### src/rtl/zqc_pkg.sv
package zqc_pkg;
  typedef enum logic [1:0] {
    ZS_IDLE,
    ZS_SETTLE,
    ZS_EVAL,
    ZS_TRACK
  } zq_state_e;

  localparam int unsigned LEG_PU   = 0;
  localparam int unsigned LEG_PD   = 1;
  localparam int unsigned NUM_LEGS = 2;
endpackage

### src/rtl/zqc_code_reg.sv
module zqc_code_reg #(
  parameter int unsigned CODE_W = 6
) (
  input  logic              clk,
  input  logic              rst,
  input  logic              load_mid,
  input  logic              step_en,
  input  logic              step_up,
  output logic [CODE_W-1:0] code,
  output logic              at_max,
  output logic              at_min
);
  localparam logic [CODE_W-1:0] CODE_MID = CODE_W'(1) << (CODE_W - 1);
  localparam logic [CODE_W-1:0] CODE_TOP = '1;

  assign at_max = (code == CODE_TOP);
  assign at_min = (code == '0);

  always_ff @(posedge clk) begin
    if (rst || load_mid) begin
      code <= CODE_MID;
    end else if (step_en) begin
      if (step_up && !at_max) begin
        code <= code + 1'b1;
      end else if (!step_up && !at_min) begin
        code <= code - 1'b1;
      end
    end
  end

  AST_CODE_ONE_STEP: assert property (@(posedge clk) disable iff (rst)
    (!$past(rst) && !$past(load_mid)) |->
      (((int'(code) - int'($past(code))) <= 1) && ((int'(code) - int'($past(code))) >= -1)));

  AST_CODE_SAT_TOP: assert property (@(posedge clk) disable iff (rst)
    (!$past(rst) && !$past(load_mid) && $past(step_en) && $past(step_up) && ($past(code) == CODE_TOP))
      |-> (code == CODE_TOP));

  AST_CODE_SAT_BOTTOM: assert property (@(posedge clk) disable iff (rst)
    (!$past(rst) && !$past(load_mid) && $past(step_en) && !$past(step_up) && ($past(code) == '0))
      |-> (code == '0));
endmodule

### src/rtl/zqc_settle_timer.sv
module zqc_settle_timer #(
  parameter int unsigned SETTLE_CYC = 4
) (
  input  logic clk,
  input  logic rst,
  input  logic run,
  output logic done
);
  localparam int unsigned CW = (SETTLE_CYC < 2) ? 1 : $clog2(SETTLE_CYC + 1);

  logic [CW-1:0] cnt_q;

  assign done = (cnt_q == CW'(SETTLE_CYC - 1));

  always_ff @(posedge clk) begin
    if (rst || !run) begin
      cnt_q <= '0;
    end else if (!done) begin
      cnt_q <= cnt_q + 1'b1;
    end
  end
endmodule

### src/rtl/zqc_interval_timer.sv
module zqc_interval_timer #(
  parameter int unsigned IVL_W = 20
) (
  input  logic             clk,
  input  logic             rst,
  input  logic             reload,
  input  logic [IVL_W-1:0] reload_val,
  output logic             expired
);
  logic [IVL_W-1:0] cnt_q;

  assign expired = (cnt_q == '0);

  always_ff @(posedge clk) begin
    if (rst) begin
      cnt_q <= '0;
    end else if (reload) begin
      cnt_q <= reload_val;
    end else if (!expired) begin
      cnt_q <= cnt_q - 1'b1;
    end
  end

  AST_IVL_REARMED: assert property (@(posedge clk) disable iff (rst)
    (!$past(rst) && $past(reload) && ($past(reload_val) != '0)) |-> !expired);
endmodule

### src/rtl/zqc_cal_ctrl.sv
module zqc_cal_ctrl
  import zqc_pkg::*;
#(
  parameter int unsigned CODE_W     = 6,
  parameter int unsigned SETTLE_CYC = 4,
  parameter int unsigned IVL_W      = 20,
  parameter int unsigned CAL_BUDGET = 350
) (
  input  logic              clk,
  input  logic              rst,
  input  logic              cal_start,
  input  logic              cmp_pu_low,
  input  logic              cmp_pd_low,
  input  logic              refresh_stb,
  input  logic              rd_busy,
  input  logic [IVL_W-1:0]  ivl_cfg,
  output logic [CODE_W-1:0] pu_code,
  output logic [CODE_W-1:0] pd_code,
  output logic              cal_done,
  output logic              code_apply
);
  localparam int unsigned BUD_W = $clog2(CAL_BUDGET + 1) + 1;

  zq_state_e state_q;
  logic      leg_q;
  logic      first_q;
  logic      dir_q;
  logic      done_q;
  logic      apply_q;
  logic      pend_q;

  logic [NUM_LEGS-1:0] cmp_v;
  logic [NUM_LEGS-1:0] step_en_v;
  logic [NUM_LEGS-1:0] at_max_v;
  logic [NUM_LEGS-1:0] at_min_v;
  logic [CODE_W-1:0]   code_v [NUM_LEGS];

  logic settle_done;
  logic ivl_expired;
  logic ivl_reload;
  logic cur_cmp;
  logic reverse;
  logic blocked;
  logic leg_stop;
  logic start_ok;
  logic eligible;
  logic upd;

  assign cmp_v    = {cmp_pd_low, cmp_pu_low};
  assign cur_cmp  = cmp_v[leg_q];
  assign reverse  = !first_q && (cur_cmp != dir_q);
  assign blocked  = cur_cmp ? at_max_v[leg_q] : at_min_v[leg_q];
  assign leg_stop = reverse || blocked;
  assign start_ok = cal_start && ((state_q == ZS_IDLE) || (state_q == ZS_TRACK));
  assign eligible = pend_q || (ivl_expired && refresh_stb);
  assign upd      = (state_q == ZS_TRACK) && !cal_start && eligible && !rd_busy;

  assign ivl_reload = ((state_q == ZS_EVAL) && leg_stop && (leg_q == 1'(LEG_PD))) || upd;

  for (genvar g = 0; g < NUM_LEGS; g++) begin : g_leg
    assign step_en_v[g] = ((state_q == ZS_EVAL) && !leg_stop && (leg_q == 1'(g))) || upd;

    zqc_code_reg #(.CODE_W(CODE_W)) u_code (
      .clk      (clk),
      .rst      (rst),
      .load_mid (start_ok),
      .step_en  (step_en_v[g]),
      .step_up  (cmp_v[g]),
      .code     (code_v[g]),
      .at_max   (at_max_v[g]),
      .at_min   (at_min_v[g])
    );
  end

  zqc_settle_timer #(.SETTLE_CYC(SETTLE_CYC)) u_settle (
    .clk  (clk),
    .rst  (rst),
    .run  (state_q == ZS_SETTLE),
    .done (settle_done)
  );

  zqc_interval_timer #(.IVL_W(IVL_W)) u_ivl (
    .clk        (clk),
    .rst        (rst),
    .reload     (ivl_reload),
    .reload_val (ivl_cfg),
    .expired    (ivl_expired)
  );

  always_ff @(posedge clk) begin
    if (rst) begin
      state_q <= ZS_IDLE;
      leg_q   <= 1'(LEG_PU);
      first_q <= 1'b1;
      dir_q   <= 1'b0;
      done_q  <= 1'b0;
      apply_q <= 1'b0;
      pend_q  <= 1'b0;
    end else begin
      apply_q <= 1'b0;
      if (start_ok) begin
        state_q <= ZS_SETTLE;
        leg_q   <= 1'(LEG_PU);
        first_q <= 1'b1;
        done_q  <= 1'b0;
        pend_q  <= 1'b0;
      end else begin
        case (state_q)
          ZS_SETTLE: begin
            if (settle_done) state_q <= ZS_EVAL;
          end
          ZS_EVAL: begin
            if (leg_stop) begin
              if (leg_q == 1'(LEG_PU)) begin
                leg_q   <= 1'(LEG_PD);
                first_q <= 1'b1;
                state_q <= ZS_SETTLE;
              end else begin
                state_q <= ZS_TRACK;
                done_q  <= 1'b1;
                apply_q <= 1'b1;
                pend_q  <= 1'b0;
              end
            end else begin
              dir_q   <= cur_cmp;
              first_q <= 1'b0;
              state_q <= ZS_SETTLE;
            end
          end
          ZS_TRACK: begin
            if (upd) begin
              apply_q <= 1'b1;
              pend_q  <= 1'b0;
            end else if (eligible) begin
              pend_q  <= 1'b1;
            end
          end
          default: ;
        endcase
      end
    end
  end

  assign pu_code    = code_v[LEG_PU];
  assign pd_code    = code_v[LEG_PD];
  assign cal_done   = done_q;
  assign code_apply = apply_q;

  logic [BUD_W-1:0] cal_cyc_q;
  always_ff @(posedge clk) begin
    if (rst || (state_q == ZS_IDLE) || (state_q == ZS_TRACK)) begin
      cal_cyc_q <= '0;
    end else if (cal_cyc_q != '1) begin
      cal_cyc_q <= cal_cyc_q + 1'b1;
    end
  end

  AST_CAL_BUDGET: assert property (@(posedge clk) disable iff (rst)
    (cal_cyc_q < BUD_W'(CAL_BUDGET)));

  AST_HOLD_DURING_READ: assert property (@(posedge clk) disable iff (rst)
    (!$past(rst) && (state_q == ZS_TRACK) && ($past(state_q) == ZS_TRACK) && $past(rd_busy))
      |-> ($stable(pu_code) && $stable(pd_code) && !code_apply));

  AST_DONE_APPLY_PULSE: assert property (@(posedge clk) disable iff (rst)
    $rose(cal_done) |-> code_apply);
endmodule

### config.mk
export PLATFORM = sky130hd
export DESIGN_NAME = zqc_cal_ctrl
export DESIGN_NICKNAME = d
export VERILOG_FILES = /design/src/rtl/zqc_pkg.sv /design/src/rtl/zqc_code_reg.sv /design/src/rtl/zqc_settle_timer.sv /design/src/rtl/zqc_interval_timer.sv /design/src/rtl/zqc_cal_ctrl.sv
export SDC_FILE = /design/constraint.sdc
export NUM_CORES = 1
export LEC_CHECK = 0
export BUFFER_PORTS_ARGS = -buffer_cell sky130_fd_sc_hd__buf_2
export CAP_MARGIN = 15
export CORE_ASPECT_RATIO = 1.2
export CORE_MARGIN = 1
export CORE_UTILIZATION = 38
export CTS_CLUSTER_SIZE = 40
export DETAILED_ROUTE_END_ITERATION = 7
export GPL_TIMING_DRIVEN = 1
export PLACE_DENSITY_LB_ADDON = 0.05
export SYNTH_ARGS = -nofsm -noshare
export SYNTH_HDL_FRONTEND = slang
export SYNTH_SLANG_ARGS = --single-unit
### constraint.sdc
create_clock -name clk -period 2.4 [get_ports clk]
set_input_delay 0.48 -clock clk [delete_from_list [all_inputs] [get_ports clk]]
set_output_delay 0.48 -clock clk [all_outputs]
set_load 0.02 [all_outputs]
# After elaboration in Yosys (flattened, before gate mapping)
# Cells that the tools add are included.
dict set report word_totals {
  regBits 43
  wordCells 118
  in_bits 27
}
dict set report op_classes {
  n_lt_le_gt_ge 1
  n_eq_ne 14
  n_reduce_logical 53
  bitwise_logic 3
  muxes 29
  add_sub_neg 6
}
# cell n
set ops {}
lappend ops {{20-bit two-way mux} 2}
lappend ops {{6-bit two-way mux} 4}
lappend ops {{20-bit zero test} 1}
lappend ops {{20-bit by 1-bit subtractor with 20-bit output (second input constant)} 1}
lappend ops {{1-bit two-way mux} 17}
lappend ops {{1-bit logical AND} 15}
lappend ops {{6-bit by 1-bit adder with 6-bit output (second input constant)} 2}
lappend ops {{6-bit equality test (second input constant)} 2}
lappend ops {{6-bit zero test} 2}
lappend ops {{2-bit AND reduction} 6}
lappend ops {{6-bit by 1-bit subtractor with 6-bit output (second input constant)} 2}
lappend ops {{1-bit zero test} 11}
lappend ops {{1-bit logical OR} 8}
lappend ops {{2-bit != test (second input constant)} 4}
lappend ops {{2-bit nonzero test} 4}
lappend ops {{2-bit two-way mux} 3}
lappend ops {{3-bit != test (second input constant)} 2}
lappend ops {{3-bit AND reduction} 2}
lappend ops {{2-bit equality test (second input constant)} 2}
lappend ops {{1-bit case mux with 2 select lines} 2}
lappend ops {{2-bit case mux with 2 select lines} 1}
lappend ops {{4-bit AND reduction} 1}
lappend ops {{3-bit by 1-bit adder with 3-bit output (second input constant)} 1}
lappend ops {{3-bit by 2-bit equality test with 1-bit output (second input constant)} 1}
lappend ops {{other kinds (8)} 10}

# Longest topological paths before layout
# Gate-level depths: netlist of run 1.
dict set report depth {
  word_depth 10
  depth_mapped 10
}

# Hierarchy
# From an unflattened synthesis of run 1, not the netlist that was laid out.
dict set report hier_totals {
  cells_unflattened 338
  area_unflattened_um2 2962.8
}
# mod area_per_inst_um2 n_inst cells_per_inst
set modules_own_cells {}
lappend modules_own_cells {zqc_interval_timer 1249.9 1 148}
lappend modules_own_cells {zqc_code_reg 509.2 2 56}
lappend modules_own_cells {zqc_cal_ctrl 546.8 1 64}
lappend modules_own_cells {zqc_settle_timer 147.6 1 14}

# Least setup slack after synthesis of run 1
# OpenSTA, ideal clock, no wires.
dict set report synth_timing {
  path_type {register to register}
  from {register g_leg[0].u_code.code[3]}
  to {register g_leg[0].u_code.code[5]}
  path_slack_ps -104
  path_stages_with_launch 11
  arrival_ps 2432
  setup_time_ps 72
  path_buffers 0
  t_required_ps 2328
  path_cell_list {dfxtp_1 > and4_1 > nand3_1 > nand2_1 > ha_1 > a21oi_1 > nor2_1 > a2111oi_0 > xnor2_1 > a211oi_1 > mux2i_1}
}
dict set report synth_via {
  elab_chain_len 10
}
# item line_no
set synth_rtl {}
lappend synth_rtl {{from (decl)} zqc_code_reg.sv:9} ;# output logic [CODE_W-1:0] code,
lappend synth_rtl {{from (signal assigned)} zqc_code_reg.sv:24} ;# code <= code + 1'b1;
lappend synth_rtl {{from (signal assigned)} zqc_code_reg.sv:26} ;# code <= code - 1'b1;
lappend synth_rtl {{6-bit equality test / 6-bit zero test (equally long branches)} {zqc_code_reg.sv:16, zqc_code_reg.sv:17}}
lappend synth_rtl {{1-bit two-way mux (implied by the code) (2 in series)} zqc_cal_ctrl.sv:52} ;# assign blocked = cur_cmp ? at_max_v[leg_q] : at_min_v[leg_q];
lappend synth_rtl {{1-bit two-way mux} zqc_cal_ctrl.sv:52}
lappend synth_rtl {{1-bit logical OR} zqc_cal_ctrl.sv:53} ;# assign leg_stop = reverse || blocked;
lappend synth_rtl {{1-bit zero test} zqc_cal_ctrl.sv:61} ;# assign step_en_v[g] = ((state_q == ZS_EVAL) && !leg_stop && (leg_q == 1'(g))) || upd;
lappend synth_rtl {{1-bit logical AND (2 in series)} zqc_cal_ctrl.sv:61}
lappend synth_rtl {{1-bit logical OR} zqc_cal_ctrl.sv:61}
lappend synth_rtl {{2-bit AND reduction (no source line)} --}
# Parallel ways exist; a longest one is shown, timed or not. The select of a mux whose other input is x is not followed.
# A chain may end at the register's enable or synchronous reset.

# Worst setup path in the final report of run 1
dict set report layout_timing {
  from {register g_leg[1].u_code.code[2]}
  to {register pend_q}
}
dict set report layout_via {
  elab_chain_len 7
}
# item line_no
set layout_rtl {}
lappend layout_rtl {{from (decl)} zqc_code_reg.sv:9}
lappend layout_rtl {{from (signal assigned)} zqc_code_reg.sv:24}
lappend layout_rtl {{from (signal assigned)} zqc_code_reg.sv:26}
lappend layout_rtl {{6-bit equality test / 6-bit zero test (equally long branches)} {zqc_code_reg.sv:16, zqc_code_reg.sv:17}}
lappend layout_rtl {{1-bit two-way mux (implied by the code) (2 in series)} zqc_cal_ctrl.sv:52}
lappend layout_rtl {{1-bit two-way mux (*)} zqc_cal_ctrl.sv:52}
lappend layout_rtl {{1-bit logical OR (*)} zqc_cal_ctrl.sv:53}
lappend layout_rtl {{2-bit != test (no source line) (*)} --}
lappend layout_rtl {{4-bit AND reduction (no source line) (*)} --}
lappend layout_rtl {{to (signal assigned)} zqc_cal_ctrl.sv:98} ;# pend_q <= 1'b0;
lappend layout_rtl {{to (signal assigned)} zqc_cal_ctrl.sv:106} ;# pend_q <= 1'b0;
lappend layout_rtl {{to (signal assigned)} zqc_cal_ctrl.sv:122} ;# pend_q <= 1'b0;
lappend layout_rtl {{to (decl)} zqc_cal_ctrl.sv:30} ;# logic pend_q;
# Mark *: on every way between the ends. The rest lies on a longest branch, timed or not. The select of a mux whose other input is x is not followed.

==> reports/metrics.cfg, run 1 <==
[status]
status=completed

[logic_synthesis]
yosys.cell_types.count=52
yosysTopAreaCell=dfxtp_1
ys_warn_count=0
syn_area_per_cell_sq_um=8.053
ys.flop_type=dfxtp_1
yosysSeqAreaShare_pct=30.89
synthCells=346
ys_seq_elements=43
synth_area_sq_um=2786
synth.area.top_cells=dfxtp_1 (31%), ha_1 (6.7%), o21ai_0 (5.2%), xor2_1 (5.0%), a21oi_1 (4.8%)
yosysTopAreaCellShare_pct=30.89
synth_fp_nets=390
synth_edf_count=0
synth-async-reset-ratio_pct=0

[floorplan]
io_pins=41
num_rows=33
die_w_um=80.17
core_area_sq_um=6978
die_area_sq_um=7681
start_util_pct=39.93
die_h_um=95.81

[timing]
setup_viol=0
fmax_ghz=0.4485
finalHoldViolations=0
fin_worst_skew_ns=0.009993
report.final.slew_viol_count=0
setup_tns_ns=0
relSlewSlack_pct=49.87
fin_crit_ns=2.229
post-route-period-util_pct=92.89
tightest_slew_ns=0.7496
postLayoutSetupSlackWorst_ns=0.1705
rsz0062_at_grt=false

[cts]
cts-root-buf=clkbuf_8
path_clk_slew_ns=0.09
cts_buffer_depth=2
numCtsBuffers=5
clock-sinks=43
worst_skew_pair.late_latency_ns=0.30
tritoncts=yes
post_cts_buffers=0
cts_max_level=2

[setup_path]
worstSetupPathType=flop to flop
crit_fanout=6
r2r_slack_ns=0.17
cp.arrival_ns=2.45
setup.worst_path.start_class=flop
crit_required_ns=2.62
crit_path_end_kind=flop

[hold_path]
hold_class=input pin to flop

[finish]
finalNonFillerCells=500
regArea_sq_um=868.3
final_cell_mix=buf_2 (40), dfxtp_1 (37), buf_4 (32)
final_common_cell=buf_2
num_antenna_cells=0
drive_gt1_share_pct=24.46
final_nets=458
fillers=725
multi_input_comb_area_sq_um=1913
area_delta_synth_final_pct=23.89

[route]
wirelength_mm=6.967
wl_per_cell_um=13.93
vias_per_cell=5.342
first_iter_violations=77
ant_nets=0
route.vias.total=2671
drc=0
drtPass1Iterations=4

[global_route]
grt_pass1_wl_mm=11.35
grt_pass1_vias=2481
grt.overflow.total=0
grt_max_degree=30
antenna_found_initial=0
grtUsageTotal_pct=18.89

[placed_design]
io_buffers=40
dp.cells=494
hpwl_mm=5.147
gp_routability_congestion=0.8185
dp_slack_ns=-0.03718

[pwr]
powerDensity_nw_per_um2=730.4
leakage_nw=1.511
vdd_ir_drop_max_uv=361.7
power_mw=2.521

[flow_run]
maxCapViolCount=0

where the power goes:
group	internal [mW]	switching, mW	leakage (nW)
clock	0.195	0.246	0.0371
combinational	0.538	0.595	1.12
sequential	0.831	0.117	0.352
path summary, 6_finish.rpt:
path                            from         endpoint  depth (start not counted)
max          g_leg[1].u_code.code[2]           pend_q                          7
min                      ivl_cfg[17]  u_ivl.cnt_q[17]                          3
max reg2reg  g_leg[1].u_code.code[2]           pend_q                          7
min reg2reg                 cal_done         cal_done                          2
metrics by stage:
stage	cell area, sq um	hold slack (ns)	util [%]
finish	3452	0.4294	49.47
global route	3452	0.4371	49.47
CTS	3372	0.4257	48.32
global placement	3293	0.4636	47.19
detailed placement	3293	0.4707	47.19
floorplan	2795	0.4585	-
cells in the mapped netlist, drive strengths merged, types with 2 or more instances:
cell,count
buf,4
inv,13
xor2,16
fa,2
o21ai,32
xnor2,10
nor2b,2
ha,15
a2111oi,2
and3,3
o221ai,2
nand2b,16
nor3,11
nor4,7
mux2i,13
a21oi,27
nor2,29
nand2,30
nand4,18
and4,2
or3,2
clkbuf,7
a21o,2
or4,2
a211oi,2
nand3,18
dfxtp,43
worst max-delay path, stage by stage, from the launching register on:
cell	delay, ns
dfxtp_1	0.34
and4_1	0.23
nand3_2	0.11
buf_4	0.18
mux2i_1	0.34
o32ai_1	0.29
or4_1	0.55
a21oi_1	0.12
per-layer routing:
metal | vias to the layer above | global-route usage, % | share of wire [%]
met4 | 0 | 4.464 | 0.66
met2 | 34 | 36.40 | 53
met3 | 4 | 3.033 | 2.4
met5 | - | 0 | 0
met1 | 1243 | 21.48 | 44
li1 | 1390 | - | -
state kept, by name, summed over array words and instances, names as in the netlist:
signal             count
state_q                2
code_apply             1
g_leg.u_code.code     12
u_ivl.cnt_q           20
cal_done               1
first_q                1
pend_q                 1
leg_q                  1
dir_q                  1
u_settle.cnt_q         3
logic make-up (layout without fill, tap and decap cells):
family                   Yosys count  count (layout)  synth area share [%]
AND/OR/NAND/NOR                  144             144                 27.39
AO/OA/AOI/OAI                     78              78                 16.70
flip-flops                        43              43                 30.89
XOR/XNOR                          26              26                 8.172
buffers and inverters             24              91                 3.592
adder cells (fa/ha/maj)           17              17                 8.172
multiplexers                      14              14                 5.074
final cells by class:
type                       instances  share of cell area (%)
sequential                        43                   25.15
inverter                          13                   1.414
clock buffer                       6                   2.102
multi-input combinational        279                   55.42
timing repair buffer              72                   12.76
tap                               87                   3.153
what timing repair did:
item                       in CTS  in global routing
setup endpoints to repair       2                  3
resized for setup               2                 11
hold buffers                    0                  0
pin swaps                       0                  3
No activity file was read; power rests on OpenSTA's default activity.
==> run 2: changes to the inputs <==
--- a/config.mk
+++ b/config.mk
@@ -9,7 +9,7 @@
 export CAP_MARGIN = 15
 export CORE_ASPECT_RATIO = 1.2
 export CORE_MARGIN = 1
-export CORE_UTILIZATION = 38
+export CORE_UTILIZATION = 48
 export CTS_CLUSTER_SIZE = 40
 export DETAILED_ROUTE_END_ITERATION = 7
 export GPL_TIMING_DRIVEN = 1
==> run 2 against run 1 <==
  * Count of clock-buffer cells in the layout stayed put
  * Die area is 20% lower
  * Non-clock buffer count is 3 lower
  * Utilization is 12 points higher
  * Power is 4.3% higher
==> reports/metrics.cfg, run 2 (same netlist as run 1, synthesis figures left out) <==
[global_route]
antenna_found_initial=0
grt_pass1_wl_mm=10.91
grt_max_degree=19
grtUsageTotal_pct=22.17
grt.overflow.total=0
grt_pass1_vias=2485

[finish]
largestRegisters=u_ivl.cnt_q: 20 flops, g_leg.u_code.code: 12 flops, u_settle.cnt_q: 3 flops
final_nets=455
largest-register=u_ivl.cnt_q
final_cell_mix=buf_2 (40), dfxtp_1 (37), o21ai_0 (29)
final_common_cell=buf_2
area_delta_synth_final_pct=23.39
final_util_pct=61.07
finalNonFillerCells=476
num_antenna_cells=0
largest_register_ffs=20
drive_gt1_share_pct=24.51
design_area_sq_um=3438

[placed_design]
hpwl_mm=5.053
dp.cells=468
gp_routability_congestion=0.8113
placed_cell_area_sq_um=3254
io_buffers=40

[cts]
path_clk_slew_ns=0.09
cts-root-buf=clkbuf_8
cts_max_level=2
clock-sinks=43
tritoncts=yes
numCtsBuffers=5
worst_skew_pair.late_latency_ns=0.29
hold_buffers=0
cts_buffer_depth=2

[timing]
post-route-period-util_pct=95.37
finalHoldViolations=0
fin_crit_ns=2.289
fin_worst_skew_ns=0.007147
relSlewSlack_pct=55.21
setup_viol=0
fmax_ghz=0.4369
tightest_slew_ns=0.6697
report.final.slew_viol_count=0

[setup_path]
worstSetupPathType=flop to flop
r2r_end=g_leg[0].u_code.code[5]
setup.worst_path.start_class=flop
r2r_cells=9
cp.arrival_ns=2.51
crit_path_end_kind=flop
crit_fanout=5
crit_required_ns=2.62
timing.rr.start=g_leg[0].u_code.code[5]
r2r_slack_ns=0.11

[floorplan]
die_h_um=85.46
die_w_um=71.55
num_rows=30
core_area_sq_um=5630
io_pins=41
die_area_sq_um=6115
start_util_pct=49.49

[status]
status=completed

[pwr]
combPwrFrac_pct=41.5
power.share.sequential_pct=36.0
p_int_mw=1.674
switching_share_pct=36.37
vdd_ir_drop_max_uv=322.7
clockPowerShare_pct=22.5
powerDensity_nw_per_um2=765.1
leakage_nw=1.531
switchingPower_uw=956.9

[route]
route.vias.total=2659
drtPass1Iterations=4
drc=0
wirelength_mm=6.731
first_iter_violations=62
vias_per_cell=5.586
wl_per_cell_um=14.14
ant_nets=0

[hold_path]
min_from=ivl_cfg[8]
hold_class=input pin to flop
hold_depth=3
worstHoldEndpoint=u_ivl.cnt_q[8]

[flow_run]
maxCapViolCount=0

[run 2: worst max path at each step]
| stage | startpoint | to | slack (ns) |
|---|---|---|---|
| 2_1_floorplan | g_leg[1].u_code.code[2] | g_leg[1].u_code.code[5] | 0.006 |
| 3_3_place_gp | g_leg[0].u_code.code[5] | g_leg[0].u_code.code[5] | 0.01 |
| 3_5_place_dp | g_leg[0].u_code.code[5] | g_leg[0].u_code.code[5] | -0.07 |
| 4_1_cts | g_leg[0].u_code.code[5] | g_leg[0].u_code.code[5] | 0.02 |
| 5_1_grt | g_leg[1].u_code.code[2] | g_leg[1].u_code.code[5] | -0.007 |
| 6_report | g_leg[0].u_code.code[5] | g_leg[0].u_code.code[5] | 0.11 |
[run 2: worst max-delay path, cell delays in order, from the launching register on]
cell	delay, ns
dfxtp_2	0.33
and4_1	0.20
nand3_1	0.11
nand2_2	0.11
ha_1	0.35
and3_1	0.22
a2111oi_2	0.33
xnor2_1	0.13
a211oi_2	0.22
mux2i_1	0.21
[run 2: power by group through the flow]
stage / registers (mW) / clock network (mW) / logic [mW]
final: 0.948 / 0.591 / 1.09
after global routing: 0.964 / 0.632 / 1.24
after CTS: 0.946 / 0.607 / 1.09
after detailed placement: 0.962 / 0 / 1.08
after global placement: 0.959 / 0 / 1.07
after floorplan: 0.950 / 0 / 0.826
[run 2: cell type report]
| class | instances | area (sq um) |
|---|---|---|
| tap | 64 | 80.08 |
| clock inverter | 2 | 35.03 |
| timing repair buffer | 69 | 430.4 |
| inverter | 13 | 48.80 |
| multi-input combinational | 279 | 1893 |
| sequential | 43 | 868.3 |
| clock buffer | 6 | 82.58 |
| fill | 533 | 2192 |
[run 2: per-stage QoR]
step	hold slack (ns)	worst slack (ns)	TNS, ns	power [mW]
6_report	0.4359	0.1111	0	2.631
5_1_grt	0.4321	-0.007117	-0.007117	2.832
4_1_cts	0.4282	0.02082	0	2.645
3_5_place_dp	0.4623	-0.07201	-0.07201	2.042
3_3_place_gp	0.4610	0.01264	0	2.032
2_1_floorplan	0.4585	0.005935	0	1.775
[run 2: layer usage]
| metal | global-route usage (%) | up-vias | share of wire [%] |
|---|---|---|---|
| met5 | 0 | - | 0 |
| met4 | 6.061 | 0 | 0.88 |
| met3 | 2.969 | 6 | 2.4 |
| met2 | 42.60 | 45 | 54 |
| met1 | 25.24 | 1227 | 43 |
| li1 | - | 1381 | - |
[run 2: timing repair]
item                                    CTS  global route
gates resized for setup                   2            10
pin swaps                                 0             3
buffers inserted                          0             0
endpoints found under the setup margin    1             3
==> run 3: changes to the inputs <==
--- a/config.mk
+++ b/config.mk
@@ -9,7 +9,7 @@
 export CAP_MARGIN = 15
 export CORE_ASPECT_RATIO = 1.2
 export CORE_MARGIN = 1
-export CORE_UTILIZATION = 48
+export CORE_UTILIZATION = 52
 export CTS_CLUSTER_SIZE = 40
 export DETAILED_ROUTE_END_ITERATION = 7
 export GPL_TIMING_DRIVEN = 1
==> run 3 against run 2 <==
  * Clock skew decreased by 0.0037 ns
  * Fmax up 0.22%
  * Global-route usage grew 2.0 points
  * Cell area is 2.0% lower
  * Count of clock-buffer cells in the layout stayed put
  * Non-clock buffer count fell by 2
  * Power decreased by 6.5%
  * Sequential power is essentially flat
  * Highest routed layer unchanged
  * Via count is 0.56% higher
  * Critical path depth is 1 higher
  * First-iteration DRC count grew 77%
  * Combinational power about the same
==> reports/metrics.cfg, run 3 (same netlist as run 1, synthesis figures left out) <==
[placed_design]
io_buffers=40
dp_slack_ns=-0.02436
gp_routability_congestion=0.8400
hpwl_mm=4.824

[finish]
final_nets=453
final_common_cell=buf_2
largestRegisters=u_ivl.cnt_q: 20 flops, g_leg.u_code.code: 12 flops, u_settle.cnt_q: 3 flops
final_cell_mix=buf_2 (40), dfxtp_1 (37), o21ai_0 (29)
drive_gt1_share_pct=23.77
num_antenna_cells=0
largest-register=u_ivl.cnt_q
largest_register_ffs=20
area_delta_synth_final_pct=20.92

[setup_path]
timing.rr.start=g_leg[0].u_code.code[5]
crit_path_end_kind=flop
max_stage_delay_ns=0.36
r2r_slack_ns=0.12
crit_start=g_leg[0].u_code.code[5]
setup.worst_path.start_class=flop
critPathTopFamily=compound AO/OA/AOI/OAI gates
slowest_stage=a2111oi_2
cp.arrival_ns=2.50
worstSetupPathType=flop to flop
r2r_end=g_leg[0].u_code.code[5]
worstPathCellList=and4_1, nand3_1, nand2_2, ha_1, a21oi_2, nor2_1, a2111oi_2, xnor2_1, a211oi_2, mux2i_1
crit_fanout=5
critPathBufInv=0
r2r_cells=10
crit_required_ns=2.62

[timing]
relSlewSlack_pct=57.75
setup_tns_ns=0
fin_crit_ns=2.284
post-route-period-util_pct=95.16
postLayoutSetupSlackWorst_ns=0.1161
tightest_slew_ns=0.6315
finalHoldViolations=0
fin_worst_skew_ns=0.003434
setup_viol=0
rsz0062_at_grt=true
report.final.slew_viol_count=0
fmax_ghz=0.4378

[route]
wirelength_mm=6.367
drtPass1Iterations=4
wl_per_cell_um=13.60
drc=0
first_iter_violations=110
vias_per_cell=5.714
ant_nets=0
route.vias.total=2674

[pwr]
powerDensity_nw_per_um2=730.0
power_mw=2.460
leakage_nw=1.498
vdd_ir_drop_max_uv=297.7

[global_route]
grt_pass1_vias=2513
grt_pass1_wl_mm=10.52
grt_max_degree=20
grtUsageTotal_pct=24.19
grt.overflow.total=0
antenna_found_initial=0

[floorplan]
start_util_pct=55.23
die_area_sq_um=5657
die_w_um=68.83
die_h_um=82.19
core_area_sq_um=5045
num_rows=28
io_pins=41

[cts]
numCtsBuffers=5
clock-sinks=43
cts_buffer_depth=2
hold_buffers=0
post_cts_buffers=0
tritoncts=yes
worst_skew_pair.late_latency_ns=0.29
path_clk_slew_ns=0.07
cts_max_level=2
cts-root-buf=clkbuf_8

[status]
status=completed

[hold_path]
hold_class=input pin to flop
hold_depth=3
worstHoldEndpoint=u_ivl.cnt_q[17]
min_from=ivl_cfg[17]

[flow_run]
maxCapViolCount=0

## run 3: cell types whose count changed in the layout (fill, tap and decap cells not counted), sizes merged
cell,previous run,this run
buf,69,67
clkinv,1,0
bufinv,1,0
## run 3: final cells by class
| cell class | count | area (sq um) |
|---|---|---|
| multi-input cells | 279 | 1902 |
| flip-flops and latches | 43 | 868.3 |
| inverters | 13 | 48.80 |
| clock buffers | 6 | 72.57 |
| repair buffers | 67 | 402.9 |
| fillers | 454 | 1675 |
| well taps | 60 | 75.07 |
## run 3: metal layers
layer / vias to the layer above / GRT usage (%) / routed length [um]
met5: - / 0 / 0
met4: 0 / 8.163 / 92
met3: 10 / 3.984 / 244
met2: 49 / 44.22 / 3317
met1: 1240 / 27.96 / 2712
li1: 1375 / - / -
## run 3: worst max-delay path by stage
stage                         endpoint  cells after the start
2_1_floorplan  g_leg[1].u_code.code[5]                      9
4_1_cts        g_leg[0].u_code.code[5]                     10
3_3_place_gp   g_leg[0].u_code.code[5]                     10
6_report       g_leg[0].u_code.code[5]                     10
3_5_place_dp   g_leg[0].u_code.code[5]                     10
5_1_grt        g_leg[0].u_code.code[5]                     10
## run 3: timing repair
item | in CTS | in global routing
pin swaps | 0 | 4
setup endpoints to repair | 1 | 5
resized for setup | 1 | 13
## run 3: where the power goes
part	switching [mW]	leakage, nW	internal, mW
clock network	0.226	0.0371	0.194
registers	0.117	0.352	0.831
logic	0.586	1.11	0.506
total	0.929	1.50	1.53
## run 3: worst min-delay path: stages
cell	delay, ns
buf_2	0.09
nand2b_1	0.06
o21ai_1	0.05
## run 3: through the flow
step | std cells | instance area (sq um) | hold WS, ns | utilization (%)
after floorplan | 346 | 2795 | 0.4585 | -
after global placement | 462 | 3222 | 0.4515 | 63.86
after CTS | 468 | 3299 | 0.4263 | 65.40
after global routing | 468 | 3369 | 0.4506 | 66.79
final | 468 | 3369 | 0.4295 | 66.79
after detailed placement | 462 | 3222 | 0.4658 | 63.86
